`src/rtl/hdlc_lapd_rx.sv`:
```
module hdlc_lapd_rx #(
  parameter int DEPTH = 32
) (
  input  logic       clk,
  input  logic       rst_n,
  input  logic       bit_en,
  input  logic       bit_in,
  input  logic       cfg_we,
  input  logic [3:0] cfg_addr,
  input  logic [7:0] cfg_wdata,
  input  logic       stat_clr,
  input  logic       fifo_rd,
  output logic [7:0] fifo_data,
  output logic       fifo_last,
  output logic       fifo_empty,
  output logic [6:0] status
);
  localparam int AW = $clog2(DEPTH);
  localparam int NPAIR = 4;
  localparam logic [AW:0] FULLCNT = (AW+1)'(DEPTH);

  logic [7:0] pa [NPAIR];
  logic [7:0] pb [NPAIR];
  logic [NPAIR-1:0] pen;
  logic [7:0] mem [DEPTH];
  logic [DEPTH-1:0] lastm;
  logic [AW:0] wps, wpc, rp;
  logic [1:0] pkts, idx, hit_i;
  logic in_frame, drop, hit_any;
  logic [2:0] ones, bitcnt, nbytes;
  logic [7:0] sh, b0, d1, d2;
  logic [15:0] crc;

  function automatic logic [15:0] crc8(input logic [15:0] c, input logic [7:0] d);
    logic [15:0] r;
    r = c;
    for (int i = 0; i < 8; i++) r = (r[0] ^ d[i]) ? ((r >> 1) ^ 16'h8408) : (r >> 1);
    return r;
  endfunction

  wire flag_ev  = bit_en && !bit_in && ones == 3'd6;
  wire stuff_ev = bit_en && !bit_in && ones == 3'd5;
  wire abort_ev = bit_en && bit_in && ones == 3'd6;
  wire data_ev  = bit_en && in_frame && !flag_ev && !stuff_ev && !abort_ev;
  wire byte_ev  = data_ev && bitcnt == 3'd7;
  wire [7:0] nb = {bit_in, sh[7:1]};
  wire full     = (wps - rp) == FULLCNT;
  wire wr       = byte_ev && nbytes >= 3'd2 && !drop && !full;
  wire accept   = pen == '0 || hit_any;
  wire closing  = flag_ev && in_frame && nbytes == 3'd4 && !drop;
  wire good_end = closing && bitcnt == 3'd7 && crc == 16'hF0B8;
  wire rd_ok    = fifo_rd && !fifo_empty;
  wire pop_end  = rd_ok && fifo_last;

  assign fifo_empty = wpc == rp;
  assign fifo_data  = mem[rp[AW-1:0]];
  assign fifo_last  = lastm[rp[AW-1:0]];

  always_comb begin
    hit_any = 1'b0;
    hit_i = '0;
    for (int i = NPAIR-1; i >= 0; i--)
      if (pen[i] && pa[i] == b0 && pb[i] == nb) begin
        hit_any = 1'b1;
        hit_i = 2'(i);
      end
  end

  always_ff @(posedge clk)
    if (wr) mem[wps[AW-1:0]] <= d2;

  always_ff @(posedge clk or negedge rst_n) begin
    if (!rst_n) begin
      for (int i = 0; i < NPAIR; i++) begin
        pa[i] <= '0;
        pb[i] <= '0;
      end
      pen <= '0; lastm <= '0; wps <= '0; wpc <= '0; rp <= '0; pkts <= '0;
      idx <= '0; in_frame <= 1'b0; drop <= 1'b0; ones <= '0; bitcnt <= '0;
      nbytes <= '0; sh <= '0; b0 <= '0; d1 <= '0; d2 <= '0; crc <= '1;
      status <= '0;
    end else begin
      if (cfg_we) begin
        if (cfg_addr < 4'(2*NPAIR)) begin
          if (cfg_addr[0]) pb[cfg_addr[2:1]] <= cfg_wdata;
          else pa[cfg_addr[2:1]] <= cfg_wdata;
        end else if (cfg_addr == 4'(2*NPAIR)) pen <= cfg_wdata[NPAIR-1:0];
      end
      if (stat_clr) status <= '0;
      if (bit_en) ones <= bit_in ? ((ones == 3'd7) ? ones : ones + 3'd1) : 3'd0;
      if (rd_ok) rp <= rp + 1'b1;
      pkts <= pkts + {1'b0, good_end} - {1'b0, pop_end};
      if (wr) lastm[wps[AW-1:0]] <= 1'b0;

      if (flag_ev) begin
        if (good_end) begin
          wpc <= wps;
          lastm[AW'(wps - 1'b1)] <= 1'b1;
          status[0] <= 1'b1;
          if (pen != '0) begin
            status[4] <= 1'b1;
            status[6:5] <= idx;
          end
        end else begin
          wps <= wpc;
          if (closing) status[1] <= 1'b1;
        end
        in_frame <= 1'b1; bitcnt <= '0; nbytes <= '0; crc <= '1; drop <= 1'b0;
      end else if (abort_ev && in_frame) begin
        wps <= wpc;
        if (nbytes != '0 && !drop) status[2] <= 1'b1;
        in_frame <= 1'b0;
      end else if (data_ev) begin
        sh <= nb;
        bitcnt <= bitcnt + 3'd1;
        if (byte_ev) begin
          if (nbytes != 3'd4) nbytes <= nbytes + 3'd1;
          crc <= crc8(crc, nb);
          d1 <= nb;
          d2 <= d1;
          if (nbytes == 3'd0) b0 <= nb;
          if (nbytes == 3'd1) begin
            if (!accept) drop <= 1'b1;
            else if (pkts == 2'd2) begin
              drop <= 1'b1;
              status[3] <= 1'b1;
            end else idx <= hit_i;
          end
          if (nbytes >= 3'd2 && !drop) begin
            if (full) begin
              drop <= 1'b1;
              wps <= wpc;
              status[3] <= 1'b1;
            end else wps <= wps + 1'b1;
          end
        end
      end
    end
  end


  no_overflow_chk: assert property (@(posedge clk) disable iff (!rst_n) (wps - rp) <= FULLCNT);

  pkt_limit_chk: assert property (@(posedge clk) disable iff (!rst_n) pkts <= 2'd2);

  empty_pkts_chk: assert property (@(posedge clk) disable iff (!rst_n) fifo_empty == (pkts == 2'd0));

  abort_exit_chk: assert property (@(posedge clk) disable iff (!rst_n) (abort_ev && in_frame) |=> !in_frame);

  idx_valid_chk: assert property (@(posedge clk) disable iff (!rst_n) !status[4] |-> status[6:5] == 2'd0);
endmodule

```
`config.mk`:
```
export PLATFORM = sky130hd
export DESIGN_NAME = hdlc_lapd_rx
export DESIGN_NICKNAME = d
export VERILOG_FILES = /design/src/rtl/hdlc_lapd_rx.sv
export SDC_FILE = /design/constraint.sdc
export NUM_CORES = 1
export LEC_CHECK = 0
export BUFFER_PORTS_ARGS = -buffer_cell sky130_fd_sc_hd__buf_2
export CORE_ASPECT_RATIO = 2
export CORE_UTILIZATION = 50
export DETAILED_ROUTE_END_ITERATION = 12
export GPL_TIMING_DRIVEN = 1
export PLACE_DENSITY = 0.68
export SLEW_MARGIN = 20
export SYNTH_ARGS = -nofsm -noshare
export SYNTH_HDL_FRONTEND = slang
export SYNTH_SLANG_ARGS = --single-unit
```
`constraint.sdc`:
```
create_clock -name clk -period 3.4 [get_ports clk]
set_input_delay 0.17 -clock clk [delete_from_list [all_inputs] [get_ports clk]]
set_output_delay 0.17 -clock clk [all_outputs]
set_load 0.01 [all_outputs]
```
After elaboration in Yosys (flattened, before gate mapping)
Memory sizes are Yosys's and may differ from the RTL's.
Cells that the tools add are included.
{ "word_totals": {"latch_bits": 0, "romBits": 0, "in_bits": 19, "ram_bits": 256, "memories": 1, "ff_bits": 188, "out_inout_bits": 17, "elab_cells": 239} }
{ "memory_table": {"columns": ["memory", "words", "word_bits", "read_ports", "rd_clocked_by_memory_dff", "wr", "line", "text"], "rows": [
  ["mem", 32, 8, 1, 0, 1, "25", "logic [7:0] mem [DEPTH];"]
]} }
{ "op_classes": {"n_addsub": 9, "shift": 0, "eq_ne": 22, "n_reduce_logical": 65, "div_mod_pow": 0, "muxes": 82, "mul": 0, "bitwise_logic": 25, "magnitude_cmp": 9} }
{ "op_table": {"columns": ["cell", "n"], "rows": [
  ["$mux 16", 12],
  ["$mux 32", 3],
  ["$bwmux 32", 2],
  ["$eq 8x8->1", 8],
  ["$mux 6", 7],
  ["$mux 3", 13],
  ["$logic_and 1x1->1", 34],
  ["$mux 1", 33],
  ["$and 32x32->32", 1],
  ["$not 32->32", 1],
  ["$or 32x32->32", 1],
  ["$not 2->3", 9],
  ["$lt 5x6->1 const B", 3],
  ["$reduce_and 3->1", 6],
  ["$demux 8 s2", 1],
  ["$eq 16x16->1 const B", 1],
  ["$eq 3x3->1 const B", 5],
  ["$add 6x1->6 const B", 2],
  ["$mux 2", 6],
  ["$reduce_bool 3->1", 4],
  ["$demux 1 s5", 2],
  ["$ge 5x1->1 const B", 2],
  ["$add 3x1->3 const B", 3],
  ["$mux 8", 1],
  ["29 further kinds", 52]
]} }

Logic depth before layout (Yosys ltp)
Gate-level depths: netlist (run 1).
{ "depth": {"word_depth": 20, "depth_mapped": 12, "mapped_depth_nobuf": 10} }

Least setup slack after synthesis (run 1)
OpenSTA, ideal clock, no wires.
{ "synth_path": {"path_kind": "register -> register", "start": "register rp[2]", "end": "memory mem[23][0], enable pin", "path_slack_ns": 0.379, "t_arrival_ns": 2.651, "n_path_buf": 4, "setup_time_ns": 0.370, "period_less_slack_ns": 3.021, "stages_incl_launch_ff": 10, "required_ns": 3.030, "path_cell_list": "dfrtp_1 -> clkbuf_1 -> clkbuf_1 -> inv_1 -> ha_1 -> o311ai_2 -> buf_2 -> o211ai_2 -> buf_4 -> nor2_1"} }
{ "synth_between": {"elab_chain_len": 6} }
{ "synth_rtl": {"columns": ["element", "line", "text"], "rows": [
  ["from (decl)", "27", "logic [AW:0] wps, wpc, rp;"],
  ["from (signal assigned)", "91", "if (rd_ok) rp <= rp + 1'b1;"],
  ["$sub 6x6->6", "47", "wire full = (wps - rp) == FULLCNT;"],
  ["$eq 6x6->1", "47", null],
  ["$logic_not 1->1", "48", "wire wr = byte_ev && nbytes >= 3'd2 && !drop && !full;"],
  ["$logic_and 1x1->1", "48", null],
  ["$mux 1", "70", "if (wr) mem[wps[AW-1:0]] <= d2;"],
  ["$mux 1 (not written as such)", "70", null],
  ["to (decl)", "25", null]
]} }
No other way between the ends.

Worst setup path in the final report (run 1)
{ "layout_path": {"start": "register rp[1]", "end": "output port fifo_data[3]"} }
{ "layout_between": {"elab_chain_len": 1} }
{ "layout_rtl": {"columns": ["element", "line", "text"], "rows": [
  ["$mem_v2 32x8", null, null],
  ["to (decl)", "13", "output logic [7:0] fifo_data,"]
]} }
No other way between the ends.

==> metrics.txt, run 1 <==
status completed; WP data arrival 3040 ps; number of slew-limit violations in the final report 0; VDD IR max 0.5312 mV; Worst-Margin Slew 1106 ps; first-pass GRT wire length 69790 µm; sequential area share after synthesis 0.6385; R2R cell count 9; CTS tree built; EDFF count, synth 256; global route overflow 0; Leakage 8.280 nW; Root Driver clkbuf_16; Mapped Cells 1289; FFs w/ async S/R, synth 0.4221; ant diodes 0; end point of the critical path fifo_data[3]; Final Setup Violations 0; crit share post-route 0.9445; net count after synthesis around 1.3k; CP Launch Type flop; mapped cell area between 0.015 and 0.02 mm²; routability-driven placement congestion ratio just under 0.9; reg2reg end wps[1]; mux cell area share after synthesis 0.1560; worst min path class in2reg; Netlist cell types 63; cts bufs inserted 38; final wirelength 44970 µm; Yosys reg bits ~440; DRC viols 0; number of global-route vias before repair ~12k; CP endpoint kind output pin; Nets 1407; clock slew at reported path FFs approximately 70 ps; area leader, netlist edfxtp_1; core box area 0.03804 mm²; FF-to-FF Start wps[0]; Die Y 280.6 µm; area grow syn2layout 12.31%; largest family of logic cells by synthesized area multiplexers; Slew HR 0.2626; top-area cell type share of the netlist area 0.3963; CTS H-Tree Depth 2; flop2flop setup slack 600 ps; vias 10.95k; design area between 0.02 and 0.025 mm²; Critical Path Max Stage Delay between 500 and 600 ps; Clk Latency, worst-skew pair between 500 and 600 ps; final hold vios 0; port bufs 35; GRT Total Usage 0.2404; Final ANT Viol Nets 0; Hold Crit Start cfg_wdata[7]; Site Rows 101; Mapped Avg Cell Area 15.05 µm²; Crit-path slowest cell dfrtp_2; via density per instance between 5 and 6; Worst EP required around 3200 ps; RSZ-0062 raised after global routing no; crit-path max FO 37; clk buf depth 3; synth warn 0; Synth Area in Compound Gates 0.05379; CTS Sinks around 440; worst hold margin 32.18 ps; main area contributors after synthesis edfxtp_1 40%, dfrtp_1 22%, mux4_2 10%; highest clock rate 311.4 MHz; die area 0.03964 mm²; Crit Path Class reg2out; Worst Setup SP rp[1]; setup_tns 0 ps; largest net degree at the start of global routing 95; Post-DP Area 0.02043 mm²; minimum clock period 3211 ps; hpwl dp 31820 µm; I/O pin cnt 36; initial antenna violation count 0; cell types with the highest counts after synthesis 256 x edfxtp_1, 171 x dfrtp_1, 128 x nand2_1; Post-Synth Simple-Gate Area 0.06940; xor/xnor share of the synthesized area 0.04650; adder-cell share of the synthesized area 0.01483; top-count cell post-synth edfxtp_1; initial core utilization 0.5100; Post-synth top flop edfxtp_1; drt first pass iters 4; fraction of layout instances using a drive strength above 1 0.2681; max cap viols 0; clk_skew 35.75 ps; WL per Instance 23.54 µm; Starting DRT DRC Count 644; Pwr Density 776.8 mW/mm²; crit-path cells buf_4 -> mux4_2 -> mux4_2 -> nand2_1 -> nand2_1 -> buf_2; die outline width 141.3 µm
==> cells in the final DEF, fill, tap and decap left out, types with 4 or more instances in the layout <==
master           n
a21o_1           5
a21oi_1         12
a22o_1           5
and2_1           5
and3_1           4
buf_2           34
buf_4           62
clkbuf_1         9
clkbuf_16       38
clkbuf_8        10
clkinv_2         4
dfrtp_1        165
dfrtp_2          5
dfstp_2         16
dlygate4sd3_1    4
edfxtp_1       256
ha_1            23
inv_1           30
mux2_2          86
mux4_2          90
nand2_1        128
nand2b_1         5
nand3_1         25
nand4_1         13
nor2_1          47
nor2b_1          6
nor3_1           9
nor4_1           9
o211ai_1        12
o211ai_2         4
o21ai_0         88
o21ai_1          8
o22ai_1          5
o31ai_1          5
or3_1            4
xnor2_1         75
xor2_1          28
==> timing repair <==
action	in CTS	in global routing
setup endpoints to repair	4	0
hold buffers	4	0
gates resized for setup	1	0
setup buffers	0	0
hold endpoints to repair	80	0
==> per-layer routing <==
metal | wire [µm] | vias up | global-route usage
li1 | - | 4974 | -
met1 | 14640 | 5652 | 0.2287
met2 | 26320 | 219 | 0.4780
met3 | 1089 | 105 | 0.02441
met4 | 2919 | 0 | 0.1513
met5 | 0 | - | 0
==> where the power goes <==
group | switching, mW | total (mW) | leakage [nW] | internal, mW
clock | 1.93 | 4.44 | 0.627 | 2.51
combinational | 2.57 | 5.00 | 2.91 | 2.43
sequential | 0.950 | 7.48 | 4.75 | 6.53
total | 5.46 | 16.9 | 8.28 | 11.5
==> cell families after synthesis <==
group	after synthesis
AOI/OAI and AO/OA	167
adders and majority gates	23
xor gates and xnor gates	103
and+or+nand+nor	277
muxes	179
buffers and inverters	97
DFF	443
==> critical path: cells and delay by family, from the launching register on <==
family,cells,cell delay (ps)
multiplexers,2,880
flip-flops,1,570
AND/OR/NAND/NOR,2,340
buffers and inverters,2,680
==> worst min path at each step <==
| stage | slack, ps | cells past startpoint | endpoint |
|---|---|---|---|
| after floorplan | -130 | 0 | b0[0] |
| after global placement | 280 | 1 | pen[3] |
| after detailed placement | 280 | 1 | pen[0] |
| after CTS | 10 | 2 | pb[7] |
| after global routing | 30 | 2 | pb[23] |
| final | 30 | 2 | pb[23] |
==> final cells by class <==
cell class / instances / area (µm²)
timing repair buffer: 103 / 749.5
fill: 2998 / 16250
clock buffer: 56 / 1109
sequential: 443 / 12400
inverter: 30 / 112.6
tap: 515 / 644.4
multi-input combinational: 749 / 6611
clock inverter: 14 / 163.9
==> sequential cells by signal, summed over array words and instances, names as in the netlist, 6 cells and up <==
| name | count |
|---|---|
| mem | 256 |
| d1 | 8 |
| lastm | 32 |
| sh | 7 |
| status | 7 |
| pa | 32 |
| pb | 32 |
| wps | 6 |
| d2 | 8 |
| b0 | 8 |
| crc | 16 |
| rp | 6 |
| wpc | 6 |
==> through the flow <==
step                      worst slack, ps  utilization  cells  total power [mW]
after CTS                           159.4       0.5726   1910             17.08
after global routing                86.32       0.5728   1910             17.69
after floorplan                     378.6            -   1289             10.90
after global placement              565.7       0.5371   1835             12.45
final                               188.8       0.5728   1910             16.92
after detailed placement            533.8       0.5371   1835             12.58
(Power assumes the default switching activity.)
==> run 2, diff against run 1 <==
--- a/config.mk
+++ b/config.mk
@@ -11,6 +11,7 @@
 export DETAILED_ROUTE_END_ITERATION = 12
 export GPL_TIMING_DRIVEN = 1
 export PLACE_DENSITY = 0.68
+export SETUP_SLACK_MARGIN = 0.4
 export SLEW_MARGIN = 20
 export SYNTH_ARGS = -nofsm -noshare
 export SYNTH_HDL_FRONTEND = slang
==> run 2 against run 1 <==
Utilization grew 0.26 points. Global-route usage is essentially flat. Sequential share of layout area shrank 0.25 points. Highest routed layer unchanged. Setup slack gained 260 ps. Total power grew 0.92%. Register-to-register slack lost 110 ps. Sequential power is essentially flat.
==> metrics.txt, run 2 (same netlist as run 1, synthesis figures left out) <==
status completed; Final Setup Violations 0; Leakage between 8 and 9 nW; cts bufs inserted 38; CP Launch Type flop; Slew HR 0.2781; highest clock rate around 340 MHz; commonest non-fill, non-tap cells in the layout 256 x edfxtp_1, 164 x dfrtp_1, 128 x nand2_1; RSZ-0062 raised after global routing yes; Worst-Margin Slew 1083 ps; Pwr Density about 800 mW/mm²; Die Y about 280 µm; clk_skew 33.99 ps; clock slew at reported path FFs around 70 ps; crit-path max FO 37; largest net degree at the start of global routing 95; crit share post-route 0.8675; clk buf depth 3; Site Rows roughly 100; core box area 0.03804 mm²; Starting DRT DRC Count 623; WL per Instance around 24 µm; via density per instance about 5.7; final wirelength 45310 µm; number of slew-limit violations in the final report 0; area grow syn2layout 12.82%; global route overflow 0; DRC viols 0; max reg flops 256; initial antenna violation count 0; VDD IR max 0.5308 mV; port bufs 35; CTS H-Tree Depth 2; I/O pin cnt 36; die outline width roughly 140 µm; final hold vios 0; CP endpoint kind output pin; setup ws final 450.5 ps; ant diodes 0; WP data arrival about 2800 ps; setup_tns 0 ps; drt first pass iters 5; fraction of layout instances using a drive strength above 1 0.2714; hpwl dp 31820 µm; Crit Path Class reg2out; CTS tree built; first-pass GRT wire length 69840 µm; number of global-route vias before repair ~12k; max cap viols 0; initial core utilization 0.5100; vias 10.94k; Final ANT Viol Nets 0; routability-driven placement congestion ratio 0.8662; Nets 1412; CTS Sinks 443; worst min path class in2reg; minimum clock period 2949 ps; die area ~0.040 mm²; Worst EP required about 3200 ps; Clk Latency, worst-skew pair 560 ps; GRT Total Usage 0.2407; flop2flop setup slack a little under 500 ps; commonest non-fill, non-tap cell in the layout edfxtp_1; Placement Setup Slack approximately 530 ps; Root Driver clkbuf_16
[run 2: changes by cell type in the layout (fill, tap and decap cells not counted), sizes merged]
cell	before	now
buf	97	101
bufbuf	1	0
clkbuf	57	59
[run 2: final cells by class]
| cell class | count | area (µm²) |
|---|---|---|
| timing repair buffer | 108 | 845.8 |
| clock inverter | 14 | 163.9 |
| sequential | 443 | 12400 |
| fill | 2988 | 16150 |
| inverter | 30 | 112.6 |
| clock buffer | 56 | 1109 |
| tap | 515 | 644.4 |
| multi-input combinational | 749 | 6611 |
[run 2: critical path, stage by stage (launching register included)]
cell and delay [ps]:
dfrtp_2 600, buf_12 290, mux4_2 350, mux4_2 530
nand2_1 170, nand2_1 90, buf_2 140
[run 2: layer usage]
metal | track usage | wire length [µm] | vias up
li1 | - | - | 4991
met1 | 0.2296 | 14580 | 5594
met2 | 0.4774 | 26630 | 249
met3 | 0.02458 | 1146 | 107
met4 | 0.1525 | 2963 | 0
met5 | 0 | 0 | -
[run 2: worst paths after layout]
kind,cells after the start,end,start
worst max register to register,10,pkts[1],rp[0]
worst min-delay path,2,pb[13],cfg_wdata[5]
worst min register to register,2,d2[0],d1[0]
worst max-delay path,6,fifo_data[0],rp[1]
min in group asynchronous,2,pen[0],rst_n
max in group asynchronous,3,b0[4],rst_n
[run 2: power breakdown]
part / internal, mW / leakage [nW] / switching [mW]
sequential: 6.53 / 4.74 / 0.918
clock: 2.51 / 0.627 / 1.93
combinational: 2.52 / 2.95 / 2.66
[run 2: what timing repair did]
| action | CTS | global route |
|---|---|---|
| buffers inserted | 2 | 1 |
| resized for setup | 6 | 1 |
| gates cloned | 1 | 2 |
| hold buffers | 4 | 0 |
| endpoints found under the hold margin | 80 | 0 |
| endpoints found under the setup margin | 8 | 6 |
[run 2: stage by stage]
stage	util	hold WS (ps)	power, mW	cell area [µm²]	cells
detailed placement	0.5371	279.0	12.58	20430	1835
global route	0.5753	31.13	17.85	21880	1915
finish	0.5753	30.36	17.08	21880	1915
CTS	0.5733	11.19	17.12	21810	1912
floorplan	-	-125.6	10.90	19400	1289
global placement	0.5371	279.6	12.45	20430	1835
